### src/rtl/rx_pause_pkg.sv
package rx_pause_pkg;
  localparam logic [47:0] CTRL_MC_ADDR = 48'h0180C2000001;
  localparam logic [15:0] CTRL_ETYPE   = 16'h8808;
  localparam logic [15:0] PAUSE_OPCODE = 16'h0001;
  localparam int unsigned ADDR_BYTES   = 6;
  localparam int unsigned OFS_TYPE_HI  = 12;
  localparam int unsigned OFS_TYPE_LO  = 13;
  localparam int unsigned OFS_OPC_HI   = 14;
  localparam int unsigned OFS_OPC_LO   = 15;
  localparam int unsigned OFS_PT_HI    = 16;
  localparam int unsigned OFS_PT_LO    = 17;
  localparam int unsigned QUANTA_W     = 16;

  typedef struct packed {
    logic                valid;
    logic [QUANTA_W-1:0] quanta;
  } pause_req_t;
endpackage

### src/rtl/rx_pause_parser.sv
module rx_pause_parser
  import rx_pause_pkg::*;
#(
  parameter int unsigned MIN_FRAME_BYTES = 64
) (
  input  logic        clk_i,
  input  logic        rst_ni,
  input  logic        rx_valid_i,
  input  logic        rx_sof_i,
  input  logic        rx_eof_i,
  input  logic        rx_err_i,
  input  logic [7:0]  rx_data_i,
  input  logic        rx_fc_en_i,
  input  logic [47:0] station_addr_i,
  output pause_req_t  req_o
);
  localparam int unsigned CNT_RAW = $clog2(MIN_FRAME_BYTES + 1);
  localparam int unsigned CNT_W   = (CNT_RAW > 5) ? CNT_RAW : 5;
  localparam logic [CNT_W-1:0] IDX_ADDR_END = CNT_W'(ADDR_BYTES);
  localparam logic [CNT_W-1:0] IDX_T_HI = CNT_W'(OFS_TYPE_HI);
  localparam logic [CNT_W-1:0] IDX_T_LO = CNT_W'(OFS_TYPE_LO);
  localparam logic [CNT_W-1:0] IDX_O_HI = CNT_W'(OFS_OPC_HI);
  localparam logic [CNT_W-1:0] IDX_O_LO = CNT_W'(OFS_OPC_LO);
  localparam logic [CNT_W-1:0] IDX_P_HI = CNT_W'(OFS_PT_HI);
  localparam logic [CNT_W-1:0] IDX_P_LO = CNT_W'(OFS_PT_LO);
  localparam logic [CNT_W:0]   LEN_MIN  = (CNT_W+1)'(MIN_FRAME_BYTES);

  function automatic logic [7:0] addr_byte(input logic [47:0] a,
                                           input logic [CNT_W-1:0] k);
    logic [7:0] b;
    b = 8'h00;
    for (int i = 0; i < int'(ADDR_BYTES); i++) begin
      if (k == CNT_W'(i)) b = a[47-8*i -: 8];
    end
    return b;
  endfunction

  logic                in_frame_q;
  logic [CNT_W-1:0]    cnt_q, cnt_n, idx;
  logic                mc_ok_q, st_ok_q, hdr_ok_q;
  logic                mc_ok_n, st_ok_n, hdr_ok_n;
  logic                mc_hit, st_hit, hdr_hit;
  logic [QUANTA_W-1:0] pt_q, pt_n;
  logic                take, len_ok, accept;

  assign take = rx_valid_i && (rx_sof_i || in_frame_q);
  assign idx  = rx_sof_i ? '0 : cnt_q;

  always_comb begin
    mc_hit = 1'b1;
    st_hit = 1'b1;
    if (idx < IDX_ADDR_END) begin
      mc_hit = (rx_data_i == addr_byte(CTRL_MC_ADDR, idx));
      st_hit = (rx_data_i == addr_byte(station_addr_i, idx));
    end
    unique case (idx)
      IDX_T_HI: hdr_hit = (rx_data_i == CTRL_ETYPE[15:8]);
      IDX_T_LO: hdr_hit = (rx_data_i == CTRL_ETYPE[7:0]);
      IDX_O_HI: hdr_hit = (rx_data_i == PAUSE_OPCODE[15:8]);
      IDX_O_LO: hdr_hit = (rx_data_i == PAUSE_OPCODE[7:0]);
      default:  hdr_hit = 1'b1;
    endcase
  end

  always_comb begin
    mc_ok_n  = (rx_sof_i ? 1'b1 : mc_ok_q)  && mc_hit;
    st_ok_n  = (rx_sof_i ? 1'b1 : st_ok_q)  && st_hit;
    hdr_ok_n = (rx_sof_i ? 1'b1 : hdr_ok_q) && hdr_hit;
    pt_n = pt_q;
    if (idx == IDX_P_HI) pt_n = {rx_data_i, pt_q[7:0]};
    if (idx == IDX_P_LO) pt_n = {pt_q[15:8], rx_data_i};
    cnt_n  = ({1'b0, idx} < LEN_MIN) ? idx + CNT_W'(1) : idx;
    len_ok = ({1'b0, idx} + (CNT_W+1)'(1)) >= LEN_MIN;
    accept = take && rx_eof_i && !rx_err_i && rx_fc_en_i && len_ok &&
             (mc_ok_n || st_ok_n) && hdr_ok_n;
  end

  always_ff @(posedge clk_i or negedge rst_ni) begin
    if (!rst_ni) begin
      in_frame_q <= 1'b0;
      cnt_q      <= '0;
      mc_ok_q    <= 1'b0;
      st_ok_q    <= 1'b0;
      hdr_ok_q   <= 1'b0;
      pt_q       <= '0;
      req_o      <= '0;
    end else begin
      req_o.valid <= accept;
      if (accept) req_o.quanta <= pt_n;
      if (take) begin
        in_frame_q <= !rx_eof_i;
        cnt_q      <= cnt_n;
        mc_ok_q    <= mc_ok_n;
        st_ok_q    <= st_ok_n;
        hdr_ok_q   <= hdr_ok_n;
        pt_q       <= pt_n;
      end
    end
  end

  AST_REQ_NEEDS_FC_EN: assert property (@(posedge clk_i) disable iff (!rst_ni)
    req_o.valid |-> $past(rx_fc_en_i));
  AST_REQ_NEEDS_CLEAN_END: assert property (@(posedge clk_i) disable iff (!rst_ni)
    req_o.valid |-> $past(rx_valid_i && rx_eof_i && !rx_err_i));
endmodule

### src/rtl/rx_pause_timer.sv
module rx_pause_timer
  import rx_pause_pkg::*;
#(
  parameter int unsigned QUANTUM_CYCLES = 64
) (
  input  logic                clk_i,
  input  logic                rst_ni,
  input  logic                load_i,
  input  logic [QUANTA_W-1:0] quanta_i,
  input  logic                tx_busy_i,
  output logic                tx_inhibit_o,
  output logic                pause_active_o
);
  localparam int unsigned SUB_RAW = $clog2(QUANTUM_CYCLES);
  localparam int unsigned SUB_W   = (SUB_RAW > 0) ? SUB_RAW : 1;
  localparam logic [SUB_W-1:0] SUB_LAST = SUB_W'(QUANTUM_CYCLES - 1);

  logic [QUANTA_W-1:0] rem_q;
  logic [SUB_W-1:0]    sub_q;
  logic                pending;

  assign pending = (rem_q != '0);

  always_ff @(posedge clk_i or negedge rst_ni) begin
    if (!rst_ni) begin
      rem_q <= '0;
      sub_q <= '0;
    end else if (load_i) begin
      rem_q <= quanta_i;
      sub_q <= '0;
    end else if (pending && !tx_busy_i) begin
      if (sub_q == SUB_LAST) begin
        sub_q <= '0;
        rem_q <= rem_q - QUANTA_W'(1);
      end else begin
        sub_q <= sub_q + SUB_W'(1);
      end
    end
  end

  assign tx_inhibit_o   = pending;
  assign pause_active_o = pending && !tx_busy_i;

  AST_FREEZE_WHILE_BUSY: assert property (@(posedge clk_i) disable iff (!rst_ni)
    (tx_busy_i && !load_i) |=> ($stable(rem_q) && $stable(sub_q)));
  AST_LOAD_TAKES_LENGTH: assert property (@(posedge clk_i) disable iff (!rst_ni)
    load_i |=> (rem_q == $past(quanta_i)));
  AST_ZERO_ENDS_PAUSE: assert property (@(posedge clk_i) disable iff (!rst_ni)
    (load_i && quanta_i == '0) |=> !tx_inhibit_o);
  AST_NO_UNDERFLOW: assert property (@(posedge clk_i) disable iff (!rst_ni)
    (!load_i && !pending) |=> !pending);
endmodule

### src/rtl/rx_pause_ctrl.sv
module rx_pause_ctrl
  import rx_pause_pkg::*;
#(
  parameter int unsigned QUANTUM_CYCLES  = 64,
  parameter int unsigned MIN_FRAME_BYTES = 64
) (
  input  logic        clk_i,
  input  logic        rst_ni,
  input  logic        rx_valid_i,
  input  logic        rx_sof_i,
  input  logic        rx_eof_i,
  input  logic        rx_err_i,
  input  logic [7:0]  rx_data_i,
  input  logic        rx_fc_en_i,
  input  logic [47:0] station_addr_i,
  input  logic        tx_busy_i,
  output logic        tx_inhibit_o,
  output logic        pause_active_o
);
  pause_req_t req;

  rx_pause_parser #(.MIN_FRAME_BYTES(MIN_FRAME_BYTES)) u_parser (
    .clk_i(clk_i), .rst_ni(rst_ni),
    .rx_valid_i(rx_valid_i), .rx_sof_i(rx_sof_i), .rx_eof_i(rx_eof_i),
    .rx_err_i(rx_err_i), .rx_data_i(rx_data_i), .rx_fc_en_i(rx_fc_en_i),
    .station_addr_i(station_addr_i), .req_o(req)
  );

  rx_pause_timer #(.QUANTUM_CYCLES(QUANTUM_CYCLES)) u_timer (
    .clk_i(clk_i), .rst_ni(rst_ni),
    .load_i(req.valid), .quanta_i(req.quanta), .tx_busy_i(tx_busy_i),
    .tx_inhibit_o(tx_inhibit_o), .pause_active_o(pause_active_o)
  );
endmodule

### config.mk
export PLATFORM = sky130hd
export DESIGN_NAME = rx_pause_ctrl
export DESIGN_NICKNAME = d
export VERILOG_FILES = /design/src/rtl/rx_pause_pkg.sv /design/src/rtl/rx_pause_parser.sv /design/src/rtl/rx_pause_timer.sv /design/src/rtl/rx_pause_ctrl.sv
export SDC_FILE = /design/constraint.sdc
export NUM_CORES = 1
export LEC_CHECK = 0
export ABC_AREA = 1
export CAP_MARGIN = 10
export CORE_MARGIN = 3
export CORE_UTILIZATION = 54
export DETAILED_ROUTE_END_ITERATION = 10
export PLACE_DENSITY_LB_ADDON = 0.2
export SETUP_SLACK_MARGIN = 0.5
export SYNTH_ARGS = -nofsm -noshare
export SYNTH_HDL_FRONTEND = slang
export SYNTH_SLANG_ARGS = --single-unit
### constraint.sdc
create_clock -name clk_i -period 3.5 [get_ports clk_i]
set_clock_uncertainty 0.2 [all_clocks]
set_input_delay 1.05 -clock clk_i [delete_from_list [all_inputs] [get_ports clk_i]]
set_output_delay 1.05 -clock clk_i [all_outputs]
set_load 0.005 [all_outputs]
==> qor.csv, run 1 <==
stage;metric;value;unit
clock_tree;clkTransAtPathRegs;0.08;ns
place;portBuffers;65;
clock_tree;cts_buffer_depth;2;
setup_path;cp_slowest_cell;o22ai_1;
grt;antenna_found_initial;0;
synthesis;yosys.area_share.simple;0.351;
setup_path;cp_cell_sequence;buf_6 > buf_8 > inv_16 > buf_4 > nand2_2 > nand2_4 > nor2_4 > nand2_4 > buf_12 > o22ai_1 > nor2_1 > nand2_1 > nand2_1 > nand2_1 > nand2_1 > nor2_1 > nand2_1 > nand2_2 > nand2_4 > nand2_8 > buf_6 > nand3_2 > nand2_1;
drt;wl;15900;um
clock_tree;cts.sinks;66;
grt;overflow;0;
synthesis;ys_seq_area_frac;0.393;
synthesis;synth-edff-count;0;
layout;multiInputGateArea;2800;um2
clock_tree;postCtsHoldBufs;0;
power_and_ir_drop;ir_worst_vdd;231;uV
timing;finalSetupTns;0;ns
timing;setup_viol;0;
setup_path;reg2reg_from;u_timer.rem_q[0];
clock_tree;cts_tree;yes;
floorplan;row_count;31;
timing;worst_slew_pin_slew;0.593;ns
min_path;holdPathStages;2;
layout;fill_cells;342;
floorplan;fp.coreArea;7410;um2
setup_path;critPathRequiredTime;3.60;ns
drt;avgViaCountPerCell;5.84;
clock_tree;cts-htree-levels;3;
status;run_status;complete, no violations;
drt;num_vias;5117;
timing;report.final.slew_viol_count;0;
place;hpwlAfterDp;8640;um
drt;ant_nets;0;
synthesis;synthCells;613;
timing;whs;0.285;ns
min_path;hp-class;register to register;
synthesis;synth_xor_area_frac;0.0208;
layout;syn_to_final_growth;55.7;%
drt;drc;0;
grt;globalRouteMet1Util;0.364;
floorplan;die_x;94.3;um
drt;drt_first_iter_violations;451;
grt;grt_max_degree;67;
run;drv_cap;0;
grt;grt_pass1_wl;23000;um
power_and_ir_drop;total_power;0.00298;W
setup_path;critPathMaxFanout;8;
place;routabilityCongestion;0.869;
layout;drive_gt1_frac;0.283;
grt;grt_use_total;0.331;
drt;drtPass1Iterations;5;
power_and_ir_drop;p_leak;3.17;nW
layout;layout_commonest_cell;nand2_1;
layout;nNetsFinal;841;
clock_tree;cts_buffers;9;
synthesis;synth_compound_area_frac;0.145;
floorplan;die-area;8880;um2
floorplan;start_util;0.568;
setup_path;arrival;3.50;ns
grt;grt_pass1_vias;4994;
layout;final_cell_mix;nand2_1, nor2_1, buf_4;
drt;wl_per_cell;18.1;um
layout;utilization;0.884;
setup_path;criticalPathCategory;input port to register;
synthesis;synth-adder-area-share;0.0149;
grt;met3_usage;0.0689;
power_and_ir_drop;p_per_area;456;nW/um2
synthesis;synth_area_per_cell;6.86;um2
synthesis;synthMuxAreaShare;0;
synthesis;synth_top_family_by_area;simple AND/OR/NAND/NOR gates;
grt;grtUsageMet2;0.609;
timing;maxSlewHeadroom;0.602;
setup_path;slowest_delay;0.25;ns
setup_path;crit_path_start_kind;input port;
setup_path;cp_common_cell;nand2_1;
setup_path;r2r_setup_slack;0.33;ns
layout;regArea;1650;um2
synthesis;synth.distinct_cells;37;
timing;hold_viol;0;
synthesis;synthArstFlopShare;1.00;
timing;rsz0062_at_grt;yes;
grt;busiest_layer;met2;
synthesis;synth_ff_type;dfrtp_1;
floorplan;die_h;94.3;um
layout;num_antenna_cells;0;
clock_tree;clock_latency;0.37;ns
synthesis;syn_area;4210;um2
timing;min_period;3.40;ns
min_path;min_from;u_parser.req_o[2];
timing;period_share;0.970;
synthesis;synth_fp_nets;682;
synthesis;synth-seq-cells;66;
floorplan;boundaryPins;66;
timing;max_freq;294;MHz
synthesis;yosys_warnings;0;
clock_tree;root_buffer;clkbuf_8;
setup_path;ff2ff_path_depth;23;
setup_path;cp-end-kind;register;
setup_path;critPathLaunch;rx_sof_i;
sequential cells by signal (all words and copies together) (netlist names):
signal               flops
u_timer.rem_q           16
u_parser.req_o          17
u_parser.hdr_ok_q        1
u_parser.st_ok_q         1
u_parser.cnt_q           7
u_parser.in_frame_q      1
u_parser.mc_ok_q         1
u_parser.pt_q           16
u_timer.sub_q            6
stage by stage:
step	instance area [um2]	setup slack, ns	cells
detailed placement	5410	-0.563	814
global placement	5410	-0.421	814
global route	6550	0.0179	876
finish	6550	0.104	876
floorplan	4310	0.347	613
CTS	6220	0.318	866
synthesized netlist by cell type, types with 5 or more instances:
cell | count | share of area
a31oi_1 | 11 | 0.016
nand2_2 | 7 | 0.010
clkbuf_1 | 11 | 0.0098
dfrtp_1 | 66 | 0.39
inv_1 | 58 | 0.052
nor3_1 | 8 | 0.0095
nand2_1 | 180 | 0.16
xor2_1 | 8 | 0.017
nand3_1 | 59 | 0.070
ha_1 | 5 | 0.015
nor2_1 | 79 | 0.070
o21ai_0 | 39 | 0.046
a21oi_1 | 20 | 0.024
o22ai_1 | 16 | 0.024
nand4_1 | 6 | 0.0089
cells by family after synthesis:
logic type,count (synthesis)
AO/OA/AOI/OAI,106
XOR/XNOR,10
adder cells (fa/ha/maj),5
buffers and inverters,78
flip-flops,66
AND/OR/NAND/NOR,348
final cells by class:
cell class,instances,area share
Multi-Input combinational cell,471,0.427
Sequential cell,66,0.252
Timing Repair Buffer,163,0.232
Inverter,61,0.0386
Clock buffer,10,0.0210
Tap cell,99,0.0189
Clock inverter,6,0.00994
per-layer routing:
layer,vias up,part of all wire
li1,2338,-
met1,2393,0.36
met2,306,0.52
met3,80,0.069
met4,0,0.047
met5,-,0
power breakdown:
part | leakage, nW | total [W] | internal (W) | switching, W
combinational | 2.23 | 0.00126 | 0.000553 | 0.000704
clock | 0.103 | 0.000690 | 0.000350 | 0.000340
sequential | 0.841 | 0.00104 | 0.000903 | 0.000133
worst max-delay path: cells and delay by family:
family	cells	cell delay, ns
buffers and inverters	6	0.68
AO/OA/AOI/OAI	1	0.25
AND/OR/NAND/NOR	16	1.51
worst paths after layout:
check / endpoint
worst min-delay path: u_parser.req_o[2]
max in group asynchronous: u_parser.mc_ok_q
worst min register to register: u_parser.req_o[2]
min in group asynchronous: u_timer.rem_q[12]
worst max-delay path: u_parser.req_o[7]
worst max register to register: u_timer.rem_q[8]
repair_timing:
| action | in CTS | in global routing |
|---|---|---|
| gates cloned | 4 | 0 |
| buffers inserted | 32 | 10 |
| resized for setup | 91 | 60 |
| pin swaps | 58 | 45 |
| endpoints found under the setup margin | 21 | 22 |
Power figures use the tool's default switching activity.
==> inputs of run 2 (changes only) <==
clock period = 3.7 ns   (was 3.5 ns; I/O delays follow)
==> qor.csv, run 2 (synthesized netlist as in run 1, its figures left out) <==
stage;metric;value;unit;change
drt;drt_first_iter_violations;395;;-12%
clock_tree;cts-htree-levels;3;;unchanged
setup_path;critPathLaunch;u_timer.rem_q[0];;
setup_path;criticalPathCategory;register to primary output;;
setup_path;crit_buf_inv;4;;-2
floorplan;die_h;94.3;um;unchanged
place;dpl_cell_area;5360;um2;-1.1%
place;portBuffers;65;;unchanged
clock_tree;root_buffer;clkbuf_8;;
timing;min_period;3.50;ns;
drt;avgViaCountPerCell;5.71;;-2.3%
timing;rsz0062_at_grt;yes;;
drt;num_vias;4927;;-3.7%
floorplan;die_x;94.3;um;unchanged
floorplan;start_util;0.568;;unchanged
clock_tree;cts.sinks;66;;unchanged
floorplan;die-area;8880;um2;unchanged
power_and_ir_drop;internal_power;0.00173;W;-4.3%
layout;syn_to_final_growth;50.3;%;
setup_path;r2r_setup_slack;0.31;ns;-0.02 ns
timing;maxSlewHeadroom;0.437;;-0.165
run;drv_cap;0;;unchanged
grt;grt_pass1_vias;4927;;-1.3%
clock_tree;clkTransAtPathRegs;0.08;ns;about the same
clock_tree;cts_tree;yes;;
power_and_ir_drop;ir_worst_vdd;280;uV;+21%
setup_path;slowest_delay;0.40;ns;+0.15 ns
floorplan;fp.coreArea;7410;um2;unchanged
power_and_ir_drop;switching_share;0.382;;-0.0124
setup_path;cp_cell_sequence;inv_2 > ha_4 > inv_4 > nor3_4 > nand2_2 > inv_2 > nand4_1 > nor3_2 > nand3_1 > buf_2;;
floorplan;boundaryPins;66;;unchanged
grt;antenna_found_initial;0;;unchanged
drt;wl_per_cell;16.3;um;-10%
clock_tree;postCtsHoldBufs;0;;unchanged
power_and_ir_drop;switchingPower;0.00107;W;-9.1%
power_and_ir_drop;p_leak;3.05;nW;-3.8%
layout;final_cell_area;6320;um2;-3.4%
layout;final_cell_mix;nand2_1, nor2_1, dfrtp_1;;
layout;layout_commonest_cell;nand2_1;;
floorplan;row_count;31;;unchanged
setup_path;ff2ff_path_depth;24;;+4.3%
drt;drtPass1Iterations;6;;+1
timing;report.final.slew_viol_count;0;;unchanged
min_path;holdPathStages;2;;unchanged
layout;largest_reg_flops;17;;unchanged
place;hpwlAfterDp;8690;um;+0.57%
clock_tree;cts_buffers;9;;unchanged
clock_tree;clock_latency;0.34;ns;-0.03 ns
status;run_status;complete, no violations;;
drt;ant_nets;0;;unchanged
setup_path;arrival;2.19;ns;-1.31 ns
drt;drc;0;;unchanged
layout;fill_cells;418;;+22%
setup_path;cp-end-kind;primary output;;
timing;worst_slew_pin_slew;0.845;ns;+0.252 ns
layout;reg_top3;u_parser.req_o: 17 flops, u_parser.pt_q: 16 flops, u_timer.rem_q: 16 flops;;
grt;grt_pass1_wl;21800;um;-5.6%
setup_path;r2r_end;u_timer.rem_q[8];;
setup_path;critPathRequiredTime;2.39;ns;-1.21 ns
drt;wl;14100;um;-11%
layout;drive_gt1_frac;0.250;;-0.0331
timing;setup_viol;0;;unchanged
layout;top_register;u_parser.req_o;;
clock_tree;cts_buffer_depth;2;;unchanged
grt;grt_max_degree;67;;unchanged
grt;grt_use_total;0.307;;-0.0238
timing;max_freq;285;MHz;
place;routabilityCongestion;0.922;;+6.1%
power_and_ir_drop;combPwrFrac;0.405;;-0.016
power_and_ir_drop;p_clk_frac;0.245;;+0.014
setup_path;cp_common_cell;inv_2;;
min_path;hp-class;register to register;;
power_and_ir_drop;p_seq_frac;0.350;;+0.003
min_path;hold_end;u_parser.req_o[15];;
setup_path;reg2reg_from;u_timer.rem_q[0];;
timing;hold_viol;0;;unchanged
setup_path;crit_path_start_kind;register;;
setup_path;critPathMaxFanout;2;;-6
layout;num_antenna_cells;0;;unchanged
power_and_ir_drop;p_per_area;443;nW/um2;-2.9%
timing;period_share;0.947;;
layout;nNetsFinal;828;;-1.5%
min_path;min_from;u_parser.req_o[15];;
timing;whs;0.292;ns;+0.00750 ns
setup_path;critical_path.top_delay_family;simple AND/OR/NAND/NOR gates;;
grt;overflow;0;;unchanged
setup_path;cp_slowest_cell;dfrtp_1;;
-- run 2: cell count changes in the layout (fill, tap and decap cells not counted), sizes merged --
cell	delta
bufinv	+1
nor2	+2
clkbuf	-1
clkinvlp	-1
inv	+1
clkinv	+1
nand2	-1
buf	-15
-- run 2: metal layers --
metal / share of wire / vias to the layer above / global-route usage / wire (um)
met4: 0.046 / 0 / 0.138 / 648
met2: 0.52 / 227 / 0.557 / 7390
met5: 0 / - / 0 / 0
met3: 0.061 / 55 / 0.0601 / 856
li1: - / 2307 / - / -
met1: 0.37 / 2338 / 0.345 / 5190
-- run 2: power by group through the flow --
stage	sequential, W	combinational, W	clock, W
2_1_floorplan	0.000953	0.000565	0
3_3_place_gp	0.000970	0.000795	0
3_5_place_dp	0.000983	0.000835	0
4_1_cts	0.000962	0.00101	0.000686
5_1_grt	0.000989	0.00124	0.000721
6_report	0.000980	0.00113	0.000687
-- run 2: through the flow --
stage / util / setup WS [ns] / cells / power (W) / TNS, ns
after floorplan: - / 0.467 / 613 / 0.00152 / 0
after global placement: 0.723 / -0.254 / 809 / 0.00177 / -4.09
after global routing: 0.854 / 0.117 / 863 / 0.00295 / 0
after detailed placement: 0.723 / -0.396 / 809 / 0.00182 / -6.41
final: 0.854 / 0.196 / 863 / 0.00280 / 0
after CTS: 0.817 / 0.464 / 856 / 0.00265 / 0
-- run 2: worst max-delay path by stage --
stage / cells after the start / slack (ns) / to
4_1_cts: 24 / 0.46 / u_parser.req_o[13]
5_1_grt: 10 / 0.12 / tx_inhibit_o
3_3_place_gp: 24 / -0.25 / u_parser.req_o[6]
2_1_floorplan: 22 / 0.47 / u_parser.req_o[7]
3_5_place_dp: 22 / -0.40 / u_parser.req_o[14]
6_report: 10 / 0.20 / tx_inhibit_o
-- run 2: layout make-up --
| type | instances | area (um2) | area share |
|---|---|---|---|
| multi-input cells | 472 | 2690 | 0.425 |
| flip-flops and latches | 66 | 1650 | 0.261 |
| repair buffers | 148 | 1380 | 0.219 |
| inverters | 61 | 253 | 0.0400 |
| clock buffers | 9 | 124 | 0.0196 |
| well taps | 99 | 124 | 0.0196 |
| clock inverters | 7 | 92.6 | 0.0146 |
| repair inverters | 1 | 8.76 | 0.00139 |
-- run 2: tightest hold or removal path, stage by stage, from the launching register on --
cell and delay [ns]:
dfrtp_1 0.35, nand2_1 0.06, nand2_1 0.05
-- run 2: what timing repair did --
action	CTS	global route
pin swaps	33	38
resized for setup	68	53
endpoints found under the setup margin	24	23
setup buffers	27	7
gates cloned	4	0
